$ cat config.mk
export PLATFORM = sky130hd
export DESIGN_NAME = pwm_timebase
export DESIGN_NICKNAME = d
export VERILOG_FILES = /design/src/rtl/ptb_pkg.sv /design/src/rtl/ptb_prescaler.sv /design/src/rtl/ptb_postscaler.sv /design/src/rtl/ptb_counter.sv /design/src/rtl/pwm_timebase.sv
export SDC_FILE = /design/constraint.sdc
export NUM_CORES = 1
export LEC_CHECK = 0
export BUFFER_PORTS_ARGS = -buffer_cell sky130_fd_sc_hd__buf_2
export CAP_MARGIN = 20
export CELL_PAD_IN_SITES_DETAIL_PLACEMENT = 1
export CELL_PAD_IN_SITES_GLOBAL_PLACEMENT = 2
export CORE_ASPECT_RATIO = 1.2
export CORE_MARGIN = 2
export CORE_UTILIZATION = 37
export CTS_CLUSTER_SIZE = 20
export DETAILED_ROUTE_END_ITERATION = 6
export PLACE_DENSITY_LB_ADDON = 0.1
export SYNTH_ARGS = -nofsm -noshare
export SYNTH_HDL_FRONTEND = slang
export SYNTH_SLANG_ARGS = --single-unit
$ cat constraint.sdc
create_clock -name clk -period 3.6 [get_ports clk]
set_input_delay 0 -clock clk [delete_from_list [all_inputs] [get_ports clk]]
set_output_delay 0 -clock clk [all_outputs]
set_load 0.005 [all_outputs]
$ cat src/rtl/ptb_pkg.sv
package ptb_pkg;
    localparam int PRE_SEL_W  = 2;
    localparam int PRE_STEP   = 2;
    localparam int POST_SEL_W = 4;

    typedef enum logic [1:0] {
        MODE_FREE  = 2'b00,
        MODE_RSV1  = 2'b01,
        MODE_UPDN  = 2'b10,
        MODE_RSV3  = 2'b11
    } mode_e;

    typedef struct packed {
        logic                   en;
        mode_e                  mode;
        logic [PRE_SEL_W-1:0]   pre;
        logic [POST_SEL_W-1:0]  post;
    } ctl_t;

    localparam int CTL_W = $bits(ctl_t);
endpackage

$ cat src/rtl/ptb_prescaler.sv
module ptb_prescaler #(
    parameter int SEL_W = 2,
    parameter int STEP  = 2
) (
    input  logic             clk,
    input  logic             rst_n,
    input  logic             en,
    input  logic             clr,
    input  logic [SEL_W-1:0] sel,
    output logic             tick
);
    localparam int CNT_W = STEP * ((1 << SEL_W) - 1);

    typedef struct packed {
        logic [CNT_W-1:0] cnt;
    } st_t;

    st_t              s_d, s_q;
    logic [CNT_W-1:0] last;

    always_comb begin
        last = '0;
        for (int i = 0; i < (1 << SEL_W); i++) begin
            if (sel == SEL_W'(i)) last = CNT_W'((1 << (STEP * i)) - 1);
        end
        tick = en && (s_q.cnt >= last);
        s_d  = s_q;
        if (clr)       s_d.cnt = '0;
        else if (tick) s_d.cnt = '0;
        else if (en)   s_d.cnt = s_q.cnt + CNT_W'(1);
    end

    always_ff @(posedge clk or negedge rst_n) begin
        if (!rst_n) s_q <= '0;
        else        s_q <= s_d;
    end

    AST_PRE_CLEAR: assert property (@(posedge clk) disable iff (!rst_n)
        clr |=> (s_q.cnt == '0));
    AST_PRE_HOLD: assert property (@(posedge clk) disable iff (!rst_n)
        (!en && !clr) |=> $stable(s_q.cnt));
endmodule

$ cat src/rtl/ptb_postscaler.sv
module ptb_postscaler #(
    parameter int W = 4
) (
    input  logic         clk,
    input  logic         rst_n,
    input  logic         clr,
    input  logic         evt,
    input  logic [W-1:0] ratio,
    output logic         fire
);
    typedef struct packed {
        logic [W-1:0] cnt;
    } st_t;

    st_t s_d, s_q;

    always_comb begin
        fire = evt && !clr && (s_q.cnt >= ratio);
        s_d  = s_q;
        if (clr)       s_d.cnt = '0;
        else if (fire) s_d.cnt = '0;
        else if (evt)  s_d.cnt = s_q.cnt + W'(1);
    end

    always_ff @(posedge clk or negedge rst_n) begin
        if (!rst_n) s_q <= '0;
        else        s_q <= s_d;
    end

    AST_POST_CLEAR: assert property (@(posedge clk) disable iff (!rst_n)
        clr |=> (s_q.cnt == '0));
    AST_POST_IDLE: assert property (@(posedge clk) disable iff (!rst_n)
        (!evt && !clr) |=> $stable(s_q.cnt));
endmodule

$ cat src/rtl/ptb_counter.sv
module ptb_counter #(
    parameter int W = 12
) (
    input  logic         clk,
    input  logic         rst_n,
    input  logic         tick,
    input  logic         updn,
    input  logic         wr,
    input  logic [W-1:0] wdata,
    input  logic [W-1:0] per,
    output logic [W-1:0] tmr,
    output logic         down,
    output logic         match
);
    typedef struct packed {
        logic [W-1:0] tmr;
        logic         down;
    } st_t;

    st_t  s_d, s_q;
    logic at_top;

    always_comb begin
        s_d    = s_q;
        match  = 1'b0;
        at_top = (s_q.tmr >= per);
        if (tick) begin
            if (!updn) begin
                if (at_top) begin
                    match   = 1'b1;
                    s_d.tmr = '0;
                end else begin
                    s_d.tmr = s_q.tmr + W'(1);
                end
            end else if (!s_q.down) begin
                if (at_top) begin
                    match = 1'b1;
                    if (per == '0) begin
                        s_d.tmr = '0;
                    end else begin
                        s_d.tmr  = s_q.tmr - W'(1);
                        s_d.down = 1'b1;
                    end
                end else begin
                    s_d.tmr = s_q.tmr + W'(1);
                end
            end else begin
                if (s_q.tmr == '0) begin
                    s_d.down = 1'b0;
                    s_d.tmr  = (per == '0) ? '0 : W'(1);
                end else begin
                    s_d.tmr = s_q.tmr - W'(1);
                end
            end
        end
        if (!updn) s_d.down = 1'b0;
        if (wr) begin
            s_d.tmr  = wdata;
            s_d.down = 1'b0;
        end
    end

    always_ff @(posedge clk or negedge rst_n) begin
        if (!rst_n) s_q <= '0;
        else        s_q <= s_d;
    end

    assign tmr  = s_q.tmr;
    assign down = s_q.down;

    AST_UPDN_FLOOR: assert property (@(posedge clk) disable iff (!rst_n)
        (tick && updn && s_q.down && s_q.tmr == '0 && !wr) |=> !s_q.down);
endmodule

$ cat src/rtl/pwm_timebase.sv
module pwm_timebase
    import ptb_pkg::*;
#(
    parameter int TMR_W = 12
) (
    input  logic             clk,
    input  logic             rst_n,
    input  logic             tmr_wr,
    input  logic [TMR_W-1:0] tmr_wdata,
    input  logic             per_wr,
    input  logic [TMR_W-1:0] per_wdata,
    input  logic             ctl_wr,
    input  logic [CTL_W-1:0] ctl_wdata,
    input  logic             irq_clr,
    output logic [TMR_W-1:0] tmr_o,
    output logic             dir_down,
    output logic             match_o,
    output logic             irq_o
);
    typedef struct packed {
        ctl_t             ctl;
        logic [TMR_W-1:0] per;
        logic             irq;
    } st_t;

    st_t  s_d, s_q;
    logic tick;
    logic post_fire;
    logic updn;

    assign updn = (s_q.ctl.mode == MODE_UPDN);

    ptb_prescaler #(
        .SEL_W (PRE_SEL_W),
        .STEP  (PRE_STEP)
    ) i_pre (
        .clk   (clk),
        .rst_n (rst_n),
        .en    (s_q.ctl.en),
        .clr   (tmr_wr),
        .sel   (s_q.ctl.pre),
        .tick  (tick)
    );

    ptb_counter #(
        .W (TMR_W)
    ) i_cnt (
        .clk   (clk),
        .rst_n (rst_n),
        .tick  (tick),
        .updn  (updn),
        .wr    (tmr_wr),
        .wdata (tmr_wdata),
        .per   (s_q.per),
        .tmr   (tmr_o),
        .down  (dir_down),
        .match (match_o)
    );

    ptb_postscaler #(
        .W (POST_SEL_W)
    ) i_post (
        .clk   (clk),
        .rst_n (rst_n),
        .clr   (tmr_wr || ctl_wr),
        .evt   (match_o),
        .ratio (s_q.ctl.post),
        .fire  (post_fire)
    );

    always_comb begin
        s_d = s_q;
        if (ctl_wr)         s_d.ctl = ctl_t'(ctl_wdata);
        if (per_wr)         s_d.per = per_wdata;
        if (post_fire)      s_d.irq = 1'b1;
        else if (irq_clr)   s_d.irq = 1'b0;
    end

    always_ff @(posedge clk or negedge rst_n) begin
        if (!rst_n) begin
            s_q     <= '0;
            s_q.per <= '1;
        end else begin
            s_q <= s_d;
        end
    end

    assign irq_o = s_q.irq;

    AST_HOLD_OFF: assert property (@(posedge clk) disable iff (!rst_n)
        (!s_q.ctl.en && !tmr_wr) |=> $stable(tmr_o));
    AST_FREE_WRAP: assert property (@(posedge clk) disable iff (!rst_n)
        (tick && !updn && tmr_o >= s_q.per && !tmr_wr) |=> (tmr_o == '0));
    AST_DIR_FREE: assert property (@(posedge clk) disable iff (!rst_n)
        !updn |=> !dir_down);
    AST_CTL_KEEPS_TMR: assert property (@(posedge clk) disable iff (!rst_n)
        (ctl_wr && !tmr_wr && !tick) |=> $stable(tmr_o));
    AST_IRQ_STICKY: assert property (@(posedge clk) disable iff (!rst_n)
        (irq_o && !irq_clr) |=> irq_o);
    AST_IRQ_SET: assert property (@(posedge clk) disable iff (!rst_n)
        post_fire |=> irq_o);
    AST_PER_ZERO: assert property (@(posedge clk) disable iff (!rst_n)
        (s_q.per == '0 && tmr_o == '0 && !tmr_wr) |=> (tmr_o == '0));
    AST_TMR_LOAD: assert property (@(posedge clk) disable iff (!rst_n)
        tmr_wr |=> (tmr_o == $past(tmr_wdata) && !dir_down));
endmodule

* Word level (Yosys, flattened, before mapping)
Cells that the tools add are included.
** Storage, ports and cells
- Flip-flop bits (word level) :: 45
- Output and inout bits :: 15
- Bits of input ports :: 39
- Word-level logic and storage cells :: 62
** Operators by class
- $add $sub $neg :: 4
- Reductions and logical operators :: 11
- Equal/unequal tests :: 5
- Mux-type cells :: 29
- Order comparisons :: 3
** Operator list (count)
- $mux W12 :: 5
- $mux W13 :: 3
- $mux W6 :: 5
- $logic_not A12 Y1 :: 2
- $add A12 B1 Y12 const B :: 1
- $ge A12 B12 Y1 :: 1
- $mux W1 :: 12
- $mux W4 :: 3
- $sub A12 B1 Y12 const B :: 1
- $add A6 B1 Y6 const B :: 1
- $eq A2 B2 Y1 const B :: 3
- $ge A6 B6 Y1 :: 1
- $reduce_bool A3 Y1 :: 2
- $add A4 B1 Y4 const B :: 1
- $ge A4 B4 Y1 :: 1
- $reduce_bool A2 Y1 :: 2
- $logic_and A1 B1 Y1 :: 3
- $ne A3 B2 Y1 const B :: 1
- $eq A2 B1 Y1 const B :: 1
- $mux W2 :: 1
- $logic_not A1 Y1 :: 1
- $logic_or A1 B1 Y1 :: 1

* Longest topological paths before layout
Gate-level depths: netlist of the first run.
- Depth in word-level cells :: 11
- Depth in mapped cells :: 9
- Mapped depth without buffers :: 8

* By module
A second synthesis of the first run with hierarchy kept.
** Second synthesis, totals
- Cells, all modules :: 353
- Area total of the unflattened synthesis :: 3430.8 um^2
** By module, submodules not included
- ptb_counter :: area an instance 1644.1 um^2, cells an instance 213, instances 1, seq. area each 325.3 um^2
- pwm_timebase :: area an instance 885.8 um^2, cells an instance 49, instances 1, seq. area each 565.5 um^2
- ptb_prescaler :: area an instance 558.0 um^2, cells an instance 56, instances 1, seq. area each 150.1 um^2
- ptb_postscaler :: area an instance 342.8 um^2, cells an instance 35, instances 1, seq. area each 100.1 um^2

* Worst setup path after synthesis of the first run
Ideal clock, no wire load.
- Path type :: reg-to-reg
- Start :: register s_q[17] in the netlist's numbering
- End :: register i_cnt.s_q, in the netlist i_cnt.tmr[4]
- Path buffers :: 1
- Arrival :: 2.271 ns
- Setup slack :: 1.208 ns
- Required time :: 3.479 ns
- Cell stages (with the launch flop) :: 9
- Clock period less this slack :: 2.392 ns
- Library setup time :: 0.121 ns
- Path through :: dfrtp_1 > or2_2 > ha_1 > nand2b_1 > a21o_1 > a211o_1 > a221o_1 > clkbuf_1 > a22o_1
** On the way
- Word-level cells in the longest chain between the ends :: 7
- Elaborated cells on any way between the ends :: 9
- Classes of those cells :: order compare: 1; eq/ne: 3; mux: 3; reduce/logical: 2
** Ends and longest elaborated chain
- from (decl) :: line pwm_timebase.sv:26 : st_t s_d, s_q;
- $eq A2 B1 Y1 :: line ptb_prescaler.sv:24 : if (sel == SEL_W'(i)) last = CNT_W'((1 << (STEP * i)) - 1);
- $mux W2 :: line ptb_prescaler.sv:24
- $mux W6 :: line ptb_prescaler.sv:24
- $mux W6 (*) :: line ptb_prescaler.sv:24
- $ge A6 B6 Y1 (*) :: line ptb_prescaler.sv:26 : tick = en && (s_q.cnt >= last);
- $logic_and A1 B1 Y1 (*) :: line ptb_prescaler.sv:26
- $reduce_bool A2 Y1 (no source line) (*)
- to (signal assigned) :: line ptb_counter.sv:64 : if (!rst_n) s_q <= '0;
- to (signal assigned) :: line ptb_counter.sv:65 : else s_q <= s_d;
- to (decl) :: line ptb_counter.sv:20 : st_t s_d, s_q;
Every way passes the cells marked *; elsewhere a longest branch is shown, timed or not.
A chain may end at the register's enable or synchronous reset.

* Worst setup path in the final report of the first run
- Start :: register s_q[17] in the netlist's numbering
- End :: register i_cnt.s_q, in the netlist i_cnt.tmr[9]
The elaborated chain is that of the path after synthesis.

==> PnR_summary.wiki, run 1 <==
{| class="wikitable"
! Metric !! Value
|-
| Outcome || completed
|-
| Iteration count of the initial detailed-routing pass || 4
|-
| Power per Cell Area || ~380 mW/mm2
|-
| RSZ-0062 raised after global routing || no
|-
| Share of synthesized cell area in and, or, nand and nor gates || 18.3%
|-
| Antenna Cells || 0
|-
| Post-Synth XOR/XNOR Area || about 3.6%
|-
| Register-to-register setup slack || approximately 0.9 ns
|-
| Filler Cell Count || 982
|-
| Final core utilization || 47.0%
|-
| Count of synthesis-stage warnings from yosys || 0
|-
| Y dimension of the die || 105 um
|-
| Startpoint of the lowest-slack hold path || tmr_wdata[7]
|-
| Share of the synthesized area in the top cell type || 26.1%
|-
| Leading post-synthesis cells by cell area || sky130_fd_sc_hd__dfrtp_1 (26%), sky130_fd_sc_hd__ha_1 (11%), sky130_fd_sc_hd__dfstp_2 (10%)
|-
| Sequential area share after synthesis || 36.1%
|-
| Final number of hold-violating endpoints || 0
|-
| Peak VDD IR || 0.000219 V
|-
| Worst flop-to-flop path startpoint || s_q[17]
|-
| Cell area after layout || 0.00385 mm2
|-
| Destination of the worst register-to-register timing path || i_cnt.tmr[9]
|-
| Detailed-route vias per instance || 5.43
|-
| Fin nets || 481
|-
| Area growth from synthesis to final layout || 22.0%
|-
| Register bit count reported by yosys || 45
|-
| Final routed wire length divided by cell count || 17.0 um
|-
| Number of clock buffers inserted by TritonCTS || 5
|-
| Worst Setup Path Type || reg2reg
|-
| Number of cells produced by synthesis || 344
|-
| Detailed router's first-iteration violation count || between 60 and 70
|-
| Largest net degree at the start of global routing || 46
|-
| Worst min-delay path endpoint || i_cnt.tmr[7]
|-
| CTS Root Cell || sky130_fd_sc_hd__clkbuf_8
|-
| Critical path startpoint category || register
|-
| Die area || 0.00930 mm2
|-
| Fraction of registers with async set or reset after synthesis || 100%
|-
| Gp weighted congestion || 0.777
|-
| Worst setup slack after placement || 0.871 ns
|-
| Clock transition time at the flip-flop clock pins of the worst setup and hold paths || 0.10 ns
|-
| Count of input and output buffers || 53
|-
| Clock Skew || around 0.012 ns
|-
| Worst Setup End Kind || register
|-
| Number of remaining DRC errors || 0
|-
| Synthesized-area fraction occupied by ao, oa, aoi and oai cells || 23.2%
|-
| Largest buffer count on any clock path || 2
|-
| Final routed wirelength across all metal layers || 8990 um
|-
| Mean instance size in the synthesized netlist || 9.18 um2
|-
| Placed Area || around 0.0035 mm2
|-
| Initial antenna violation count || 0
|-
| Most instantiated flip-flop cell in the synthesis netlist || sky130_fd_sc_hd__dfrtp_1
|-
| Area of the mapped netlist || 0.00316 mm2
|-
| Main combinational cell family by area after synthesis || compound AO/OA/AOI/OAI gates
|-
| I/O pins || 54
|-
| Fraction of layout instances using a drive strength above 1 || 22.4%
|-
| H-Tree Level Count || 2
|-
| Worst reg-to-reg path cell count || 7
|-
| Number of global-route vias before repair || around 3000
|-
| Leakage power summed over all cells || 1.76 nW
|-
| Total core area || 0.00820 mm2
|-
| Final Critical Period || 2.72 ns
|-
| Fin. max-slew vios || 0
|-
| Worst hold slack || 0.00797 ns
|-
| Rel. slew slack || a little under half
|-
| Number of sinks on the clock net || 45
|-
| Clock latency of the later-clocked register in the worst-skew pair || ~0.3 ns
|-
| Total global routing track utilization || 20.3%
|-
| Tightest Hold Check Type || in2reg
|-
| Count of flip-flops with a built-in enable after synthesis || 0
|-
| Number of cells in the finished layout apart from fillers || 530
|-
| Resize count post-CTS || 0
|-
| Number of maximum-capacitance violations || 0
|-
| Remaining global-route overflow || 0
|-
| Final Setup Violations || 0
|-
| Die span in x || approximately 88 um
|-
| Total area of multi-input combinational cells || 0.00183 mm2
|-
| Combined flip-flop and latch cell area || roughly 0.0011 mm2
|-
| Setup total negative slack || 0 ns
|-
| Crit path setup slack, layout || 0.876 ns
|-
| CTS tree || done
|-
| Cell depth of the worst min-delay path || 3
|-
| Unique cell type count in the Yosys netlist || 60
|-
| Antenna-violating nets left || 0
|-
| Maximum operating frequency || 0.367 GHz
|-
| Number of placed instances, taps included || 496
|-
| Biggest area consumer among synthesized cells || sky130_fd_sc_hd__dfrtp_1
|-
| Crit-path max FO || 20
|-
| Area share of fa/ha/maj cells after synthesis || 10.7%
|-
| Final Power || 1.45 mW
|-
| Detailed placement HPWL || 6520 um
|-
| Multiplexer fraction of the synthesized cell area || 2.14%
|-
| Starting density of the core || 38.5%
|-
| Row cnt || 36
|-
| Data required time at the worst endpoint || about 3.8 ns
|-
| Worst path arrival time || slightly below 3 ns
|-
| Transition time of the tightest slew-check pin || 0.790 ns
|-
| Final worst path period share || 75.7%
|-
| DR vias || 2878
|-
| Synth Net Count || 410
|-
| Wire length of the first global-routing pass || 14900 um
|}
## how the worst max path moves through the flow
stage	cells past startpoint	slack [ns]	to	from
global route	8	0.74	i_cnt.tmr[8]	s_q[17]
CTS	7	0.86	i_cnt.tmr[9]	s_q[17]
detailed placement	7	0.87	i_cnt.tmr[9]	s_q[17]
floorplan	8	1.21	i_cnt.tmr[4]	s_q[17]
finish	7	0.88	i_cnt.tmr[9]	s_q[17]
global placement	7	0.93	i_cnt.tmr[9]	s_q[17]
## Yosys cell counts, types with 3 or more instances
library cell and number:
sky130_fd_sc_hd__a21o_1 6, sky130_fd_sc_hd__a21oi_1 12, sky130_fd_sc_hd__a22o_1 7, sky130_fd_sc_hd__a32o_1 4, sky130_fd_sc_hd__a32oi_1 3, sky130_fd_sc_hd__a41oi_1 4, sky130_fd_sc_hd__and2_1 6, sky130_fd_sc_hd__and3_1 3
sky130_fd_sc_hd__and4_1 3, sky130_fd_sc_hd__buf_2 4, sky130_fd_sc_hd__clkbuf_1 8, sky130_fd_sc_hd__dfrtp_1 33, sky130_fd_sc_hd__dfstp_2 12, sky130_fd_sc_hd__ha_1 27, sky130_fd_sc_hd__inv_1 26, sky130_fd_sc_hd__mux2_2 6
sky130_fd_sc_hd__nand2_1 30, sky130_fd_sc_hd__nand2b_1 5, sky130_fd_sc_hd__nand3_1 11, sky130_fd_sc_hd__nand4_1 3, sky130_fd_sc_hd__nor2_1 17, sky130_fd_sc_hd__nor3_1 8, sky130_fd_sc_hd__nor3b_1 4, sky130_fd_sc_hd__nor4_1 4
sky130_fd_sc_hd__o211ai_1 3, sky130_fd_sc_hd__o21ai_0 28, sky130_fd_sc_hd__o21ai_1 5, sky130_fd_sc_hd__o31ai_1 4, sky130_fd_sc_hd__or3_1 4, sky130_fd_sc_hd__xnor2_1 6, sky130_fd_sc_hd__xor2_1 7
## report_power, final
part | total [mW] | leakage, nW | switching (mW) | internal [mW]
clock | 0.345 | 0.0512 | 0.189 | 0.156
sequential | 0.650 | 0.546 | 0.0871 | 0.563
combinational | 0.454 | 1.16 | 0.250 | 0.203
total | 1.45 | 1.76 | 0.526 | 0.923
## per-layer routing
layer	vias up	global-route usage, %	routed length [um]
met5	-	0	0
met4	0	3.25	50
met3	5	2.98	275
met2	44	38.3	4810
met1	1421	24.1	3860
li1	1408	-	-
## kinds of logic after synthesis
family                   after synthesis
AO/OA/AOI/OAI                        103
XOR/XNOR                              13
adder cells (fa/ha/maj)               27
buffers and inverters                 42
flip-flops                            45
multiplexers                           6
AND/OR/NAND/NOR                      108
## state kept, by name, summed over array words and instances (netlist names)
| name | flops |
|---|---|
| i_pre.s_q | 6 |
| irq_o | 1 |
| i_cnt.tmr | 12 |
| i_cnt.down | 1 |
| s_q | 21 |
| i_post.s_q | 4 |
## layout make-up
type                       count  share of cell area (%)
tap                          114                    3.70
timing repair buffer          80                    14.1
clock buffer                   6                    2.14
clock inverter                 2                   0.357
inverter                      26                    2.53
sequential                    45                    29.6
multi-input combinational    257                    47.6
## layout by cell type (no fill, tap or decap), types with 7 or more instances in the layout
master / netlist / final
sky130_fd_sc_hd__dfrtp_1: 33 / 33
sky130_fd_sc_hd__xor2_1: 7 / 7
sky130_fd_sc_hd__nand2_1: 30 / 30
sky130_fd_sc_hd__dlygate4sd3_1: 0 / 25
sky130_fd_sc_hd__nor2_1: 17 / 17
sky130_fd_sc_hd__nor3_1: 8 / 8
sky130_fd_sc_hd__inv_1: 26 / 26
sky130_fd_sc_hd__a22o_1: 7 / 7
sky130_fd_sc_hd__a21oi_1: 12 / 12
sky130_fd_sc_hd__ha_1: 27 / 27
sky130_fd_sc_hd__nand3_1: 11 / 11
sky130_fd_sc_hd__o21ai_0: 28 / 28
sky130_fd_sc_hd__buf_2: 4 / 53
sky130_fd_sc_hd__dfstp_2: 12 / 12
## critical path, stage by stage (launching register included)
cell,delay (ns)
sky130_fd_sc_hd__dfrtp_1,0.40
sky130_fd_sc_hd__or2_2,0.31
sky130_fd_sc_hd__ha_1,0.27
sky130_fd_sc_hd__nand2b_1,0.14
sky130_fd_sc_hd__a21o_1,0.18
sky130_fd_sc_hd__a211o_1,0.32
sky130_fd_sc_hd__a221o_1,0.66
sky130_fd_sc_hd__a32o_1,0.35
## what timing repair did
item / CTS / global route
hold buffers: 25 / 0
endpoints found under the hold margin: 57 / 0
setup buffers: 0 / 0
Note: power is estimated with default switching activity, not from simulation.
==> inputs of run 2 (changes only) <==
--- a/config.mk
+++ b/config.mk
@@ -5,13 +5,14 @@
 export SDC_FILE = /design/constraint.sdc
 export NUM_CORES = 1
 export LEC_CHECK = 0
+export ABC_AREA = 1
 export BUFFER_PORTS_ARGS = -buffer_cell sky130_fd_sc_hd__buf_2
 export CAP_MARGIN = 20
 export CELL_PAD_IN_SITES_DETAIL_PLACEMENT = 1
 export CELL_PAD_IN_SITES_GLOBAL_PLACEMENT = 2
 export CORE_ASPECT_RATIO = 1.2
 export CORE_MARGIN = 2
-export CORE_UTILIZATION = 37
+export CORE_UTILIZATION = 32
 export CTS_CLUSTER_SIZE = 20
 export DETAILED_ROUTE_END_ITERATION = 6
 export PLACE_DENSITY_LB_ADDON = 0.1
==> constraint.sdc (replaced) <==
create_clock -name clk -period 2.66 [get_ports clk]
set_input_delay 0 -clock clk [delete_from_list [all_inputs] [get_ports clk]]
set_output_delay 0 -clock clk [all_outputs]
set_load 0.005 [all_outputs]
==> PnR_summary.wiki, run 2 <==
{| class="wikitable"
! Metric !! Value
|-
| Outcome || completed
|-
| Critical path startpoint category || register
|-
| Count of hold buffers inserted by post-cts repair || 23
|-
| Cell breakdown of the critical path || inv_1 > ha_1 > nand2_1 > nor2_1 > nand2_1 > nor2_1 > nand2_1 > nand3_1 > inv_2 > nand2_1 > nand2_1 > o21ai_1 > nand2_1
|-
| Number of cells on the critical path || 13
|-
| Cell area after layout || 0.00406 mm2
|-
| Count of synthesis-stage warnings from yosys || 0
|-
| Fin. max-slew vios || 0
|-
| CTS tree || done
|-
| Number of clock buffers inserted by TritonCTS || 5
|-
| Wire length of the first global-routing pass || 16100 um
|-
| Starting density of the core || approximately a third
|-
| Iteration count of the initial detailed-routing pass || 6
|-
| Detailed-route vias per instance || slightly below 5
|-
| Tightest Hold Check Type || in2reg
|-
| Clock Skew || 0.00574 ns
|-
| Antenna-violating nets left || 0
|-
| Share of the synthesized area in the top cell type || 25.2%
|-
| Antenna Cells || 0
|-
| Worst Setup Path Type || reg2reg
|-
| Worst Setup End Kind || register
|-
| CTS Root Cell || sky130_fd_sc_hd__clkbuf_16
|-
| Rel. slew slack || a little under half
|-
| Most repeated library cell on the critical path || sky130_fd_sc_hd__nand2_1
|-
| Die span in x || 96.4 um
|-
| Register-to-register setup slack || 0.39 ns
|-
| Worst reg-to-reg path cell count || 13
|-
| Leading post-synthesis cells by cell area || sky130_fd_sc_hd__dfrtp_1 (25%), sky130_fd_sc_hd__nand2_1 (15%), sky130_fd_sc_hd__ha_1 (10%)
|-
| Delay of the slowest cell on the worst path || about 0.53 ns
|-
| Power per Cell Area || 566 mW/mm2
|-
| Row cnt || 40
|-
| Critical path's slowest cell || sky130_fd_sc_hd__dfstp_2
|-
| Data required time at the worst endpoint || 2.84 ns
|-
| Unique cell type count in the Yosys netlist || 34
|-
| End point of the critical path || i_cnt.tmr[1]
|-
| Largest net degree at the start of global routing || 32
|-
| Setup total negative slack || 0 ns
|-
| Sequential area share after synthesis || 34.8%
|-
| Synth Net Count || 513
|-
| Maximum operating frequency || 0.440 GHz
|-
| Fin nets || 593
|-
| Crit path setup slack, layout || between 0.3 and 0.4 ns
|-
| Commonest cells after routing, fill and taps aside || sky130_fd_sc_hd__nand2_1 (128), sky130_fd_sc_hd__buf_2 (53), sky130_fd_sc_hd__nor2_1 (52)
|-
| Die area || around 0.011 mm2
|-
| Clock transition time at the flip-flop clock pins of the worst setup and hold paths || about 0.07 ns
|-
| Number of global-route vias before repair || about 3400
|-
| Biggest area consumer among synthesized cells || sky130_fd_sc_hd__dfrtp_1
|-
| Worst setup slack after placement || 0.362 ns
|-
| Largest buffer count on any clock path || 2
|-
| Worst hold slack || 0.0199 ns
|-
| Number of buffers inserted by post-CTS setup repair || 0
|-
| DR vias || 3145
|-
| Source of the critical timing path || s_q[12]
|-
| Number of cells produced by synthesis || between 400 and 500
|-
| Y dimension of the die || 115 um
|-
| Area growth from synthesis to final layout || 23.8%
|-
| Detailed router's first-iteration violation count || 96
|-
| Total core area || approximately 0.01 mm2
|-
| Gp weighted congestion || 0.801
|-
| Final routed wirelength across all metal layers || 9620 um
|-
| Final Setup Violations || 0
|-
| RSZ-0062 raised after global routing || no
|-
| Crit-path max FO || 8
|-
| Initial antenna violation count || 0
|-
| Register bit count reported by yosys || 45
|-
| I/O pins || 54
|-
| Count of flip-flops with a built-in enable after synthesis || 0
|-
| Count of input and output buffers || 53
|-
| Number of sinks on the clock net || 45
|-
| Destination of the worst register-to-register timing path || i_cnt.tmr[1]
|-
| Number of remaining DRC errors || 0
|-
| Resize count post-CTS || 0
|-
| Fraction of layout instances using a drive strength above 1 || around 22%
|-
| Final routed wire length divided by cell count || 14.7 um
|-
| Mean instance size in the synthesized netlist || 7.33 um2
|-
| Total global routing track utilization || 18.7%
|-
| Worst flop-to-flop path startpoint || s_q[12]
|-
| Max reg flops || 21
|-
| Final worst path period share || 85.5%
|-
| Detailed placement HPWL || 7290 um
|-
| Leading post-synthesis cells by instance count || sky130_fd_sc_hd__nand2_1 (128), sky130_fd_sc_hd__nor2_1 (52), sky130_fd_sc_hd__inv_1 (46)
|-
| Fraction of registers with async set or reset after synthesis || 100%
|-
| Worst path arrival time || 2.45 ns
|-
| Transition time of the tightest slew-check pin || roughly 0.79 ns
|-
| Number of maximum-capacitance violations || 0
|-
| Area of the mapped netlist || 0.00328 mm2
|-
| Final number of hold-violating endpoints || 0
|-
| Final Critical Period || about 2.3 ns
|-
| Leading cell type in the layout, fill and taps excluded || sky130_fd_sc_hd__nand2_1
|-
| Register with the highest flop count || s_q
|-
| Final Power || 2.30 mW
|-
| Peak VDD IR || 0.000249 V
|-
| Leakage power summed over all cells || 2.08 nW
|-
| Most instantiated flip-flop cell in the synthesis netlist || sky130_fd_sc_hd__dfrtp_1
|-
| WP buf/inv || 2
|-
| Clock latency of the later-clocked register in the worst-skew pair || a little under 0.3 ns
|-
| H-Tree Level Count || 2
|-
| Placed Area || 0.00368 mm2
|-
| Most frequently used cell type in the post-synthesis netlist || sky130_fd_sc_hd__nand2_1
|-
| Dominant delay contributor by cell family on the critical path || simple AND/OR/NAND/NOR gates
|-
| Remaining global-route overflow || 0
|}
[run 2: cell count changes in the layout (fill, tap and decap cells not counted), moves of 6 or more]
cell                       delta
sky130_fd_sc_hd__nand2_1     +98
sky130_fd_sc_hd__nor3_1       -7
sky130_fd_sc_hd__inv_1       +20
sky130_fd_sc_hd__nor2_1      +35
sky130_fd_sc_hd__nor2_2       +6
sky130_fd_sc_hd__a22o_1       -7
sky130_fd_sc_hd__buf_4       +10
sky130_fd_sc_hd__clkbuf_8     -6
sky130_fd_sc_hd__nand3_1     +18
sky130_fd_sc_hd__a21o_1       -6
[run 2: power breakdown]
group	switching [mW]	total (mW)	internal, mW
logic	0.480	0.794	0.314
clock network	0.304	0.658	0.354
registers	0.0770	0.845	0.768
total	0.861	2.30	1.44
[run 2: logic make-up (layout without fill, tap and decap cells)]
| family | count (synthesis) | in the layout | synth area share [%] |
|---|---|---|---|
| adders and majority gates | 27 | 27 | 10.3 |
| AOI/OAI and AO/OA | 48 | 48 | 7.67 |
| DFF | 45 | 45 | 34.8 |
| and+or+nand+nor | 242 | 242 | 32.4 |
| xor gates and xnor gates | 14 | 14 | 3.74 |
| buffers and inverters | 65 | 146 | 9.05 |
| muxes | 6 | 6 | 2.02 |
[run 2: cell type report]
| cell class | instances | area (um2) |
|---|---|---|
| Sequential cell | 45 | 1140 |
| Multi-Input combinational cell | 337 | 1840 |
| Clock inverter | 3 | 25.0 |
| Timing Repair Buffer | 87 | 578 |
| Clock buffer | 5 | 125 |
| Inverter | 51 | 191 |
| Tap cell | 126 | 158 |
| Fill cell | 1280 | 5950 |
[run 2: through the flow]
stage | cells | util (%)
2_1_floorplan | 447 | -
3_3_place_gp | 623 | 36.7
3_5_place_dp | 623 | 36.7
4_1_cts | 654 | 40.5
5_1_grt | 654 | 40.5
6_report | 654 | 40.5
[run 2: how the worst min path moves through the flow]
stage,from,end,slack [ns],cells past startpoint
2_1_floorplan,rst_n,i_cnt.down,-0.30,0
3_3_place_gp,rst_n,i_cnt.tmr[5],0.13,1
3_5_place_dp,rst_n,i_cnt.tmr[5],0.12,1
4_1_cts,tmr_wdata[3],i_cnt.tmr[3],0.02,4
5_1_grt,tmr_wdata[2],i_cnt.tmr[2],0.03,4
6_report,tmr_wdata[3],i_cnt.tmr[3],0.02,4
[run 2: worst reg2reg max path: stages, from the launching register on]
cell,delay (ns)
sky130_fd_sc_hd__dfstp_2,0.53
sky130_fd_sc_hd__inv_1,0.05
sky130_fd_sc_hd__ha_1,0.28
sky130_fd_sc_hd__nand2_1,0.07
sky130_fd_sc_hd__nor2_1,0.15
sky130_fd_sc_hd__nand2_1,0.07
sky130_fd_sc_hd__nor2_1,0.08
sky130_fd_sc_hd__nand2_1,0.07
sky130_fd_sc_hd__nand3_1,0.35
sky130_fd_sc_hd__inv_2,0.12
sky130_fd_sc_hd__nand2_1,0.08
sky130_fd_sc_hd__nand2_1,0.05
sky130_fd_sc_hd__o21ai_1,0.18
sky130_fd_sc_hd__nand2_1,0.06
[run 2: routing by layer]
layer  GRT usage [%]  part of all wire [%]
met5               0                     0
met2            35.2                    53
met1            22.2                    44
met3            2.88                   2.6
met4            3.57                  0.46
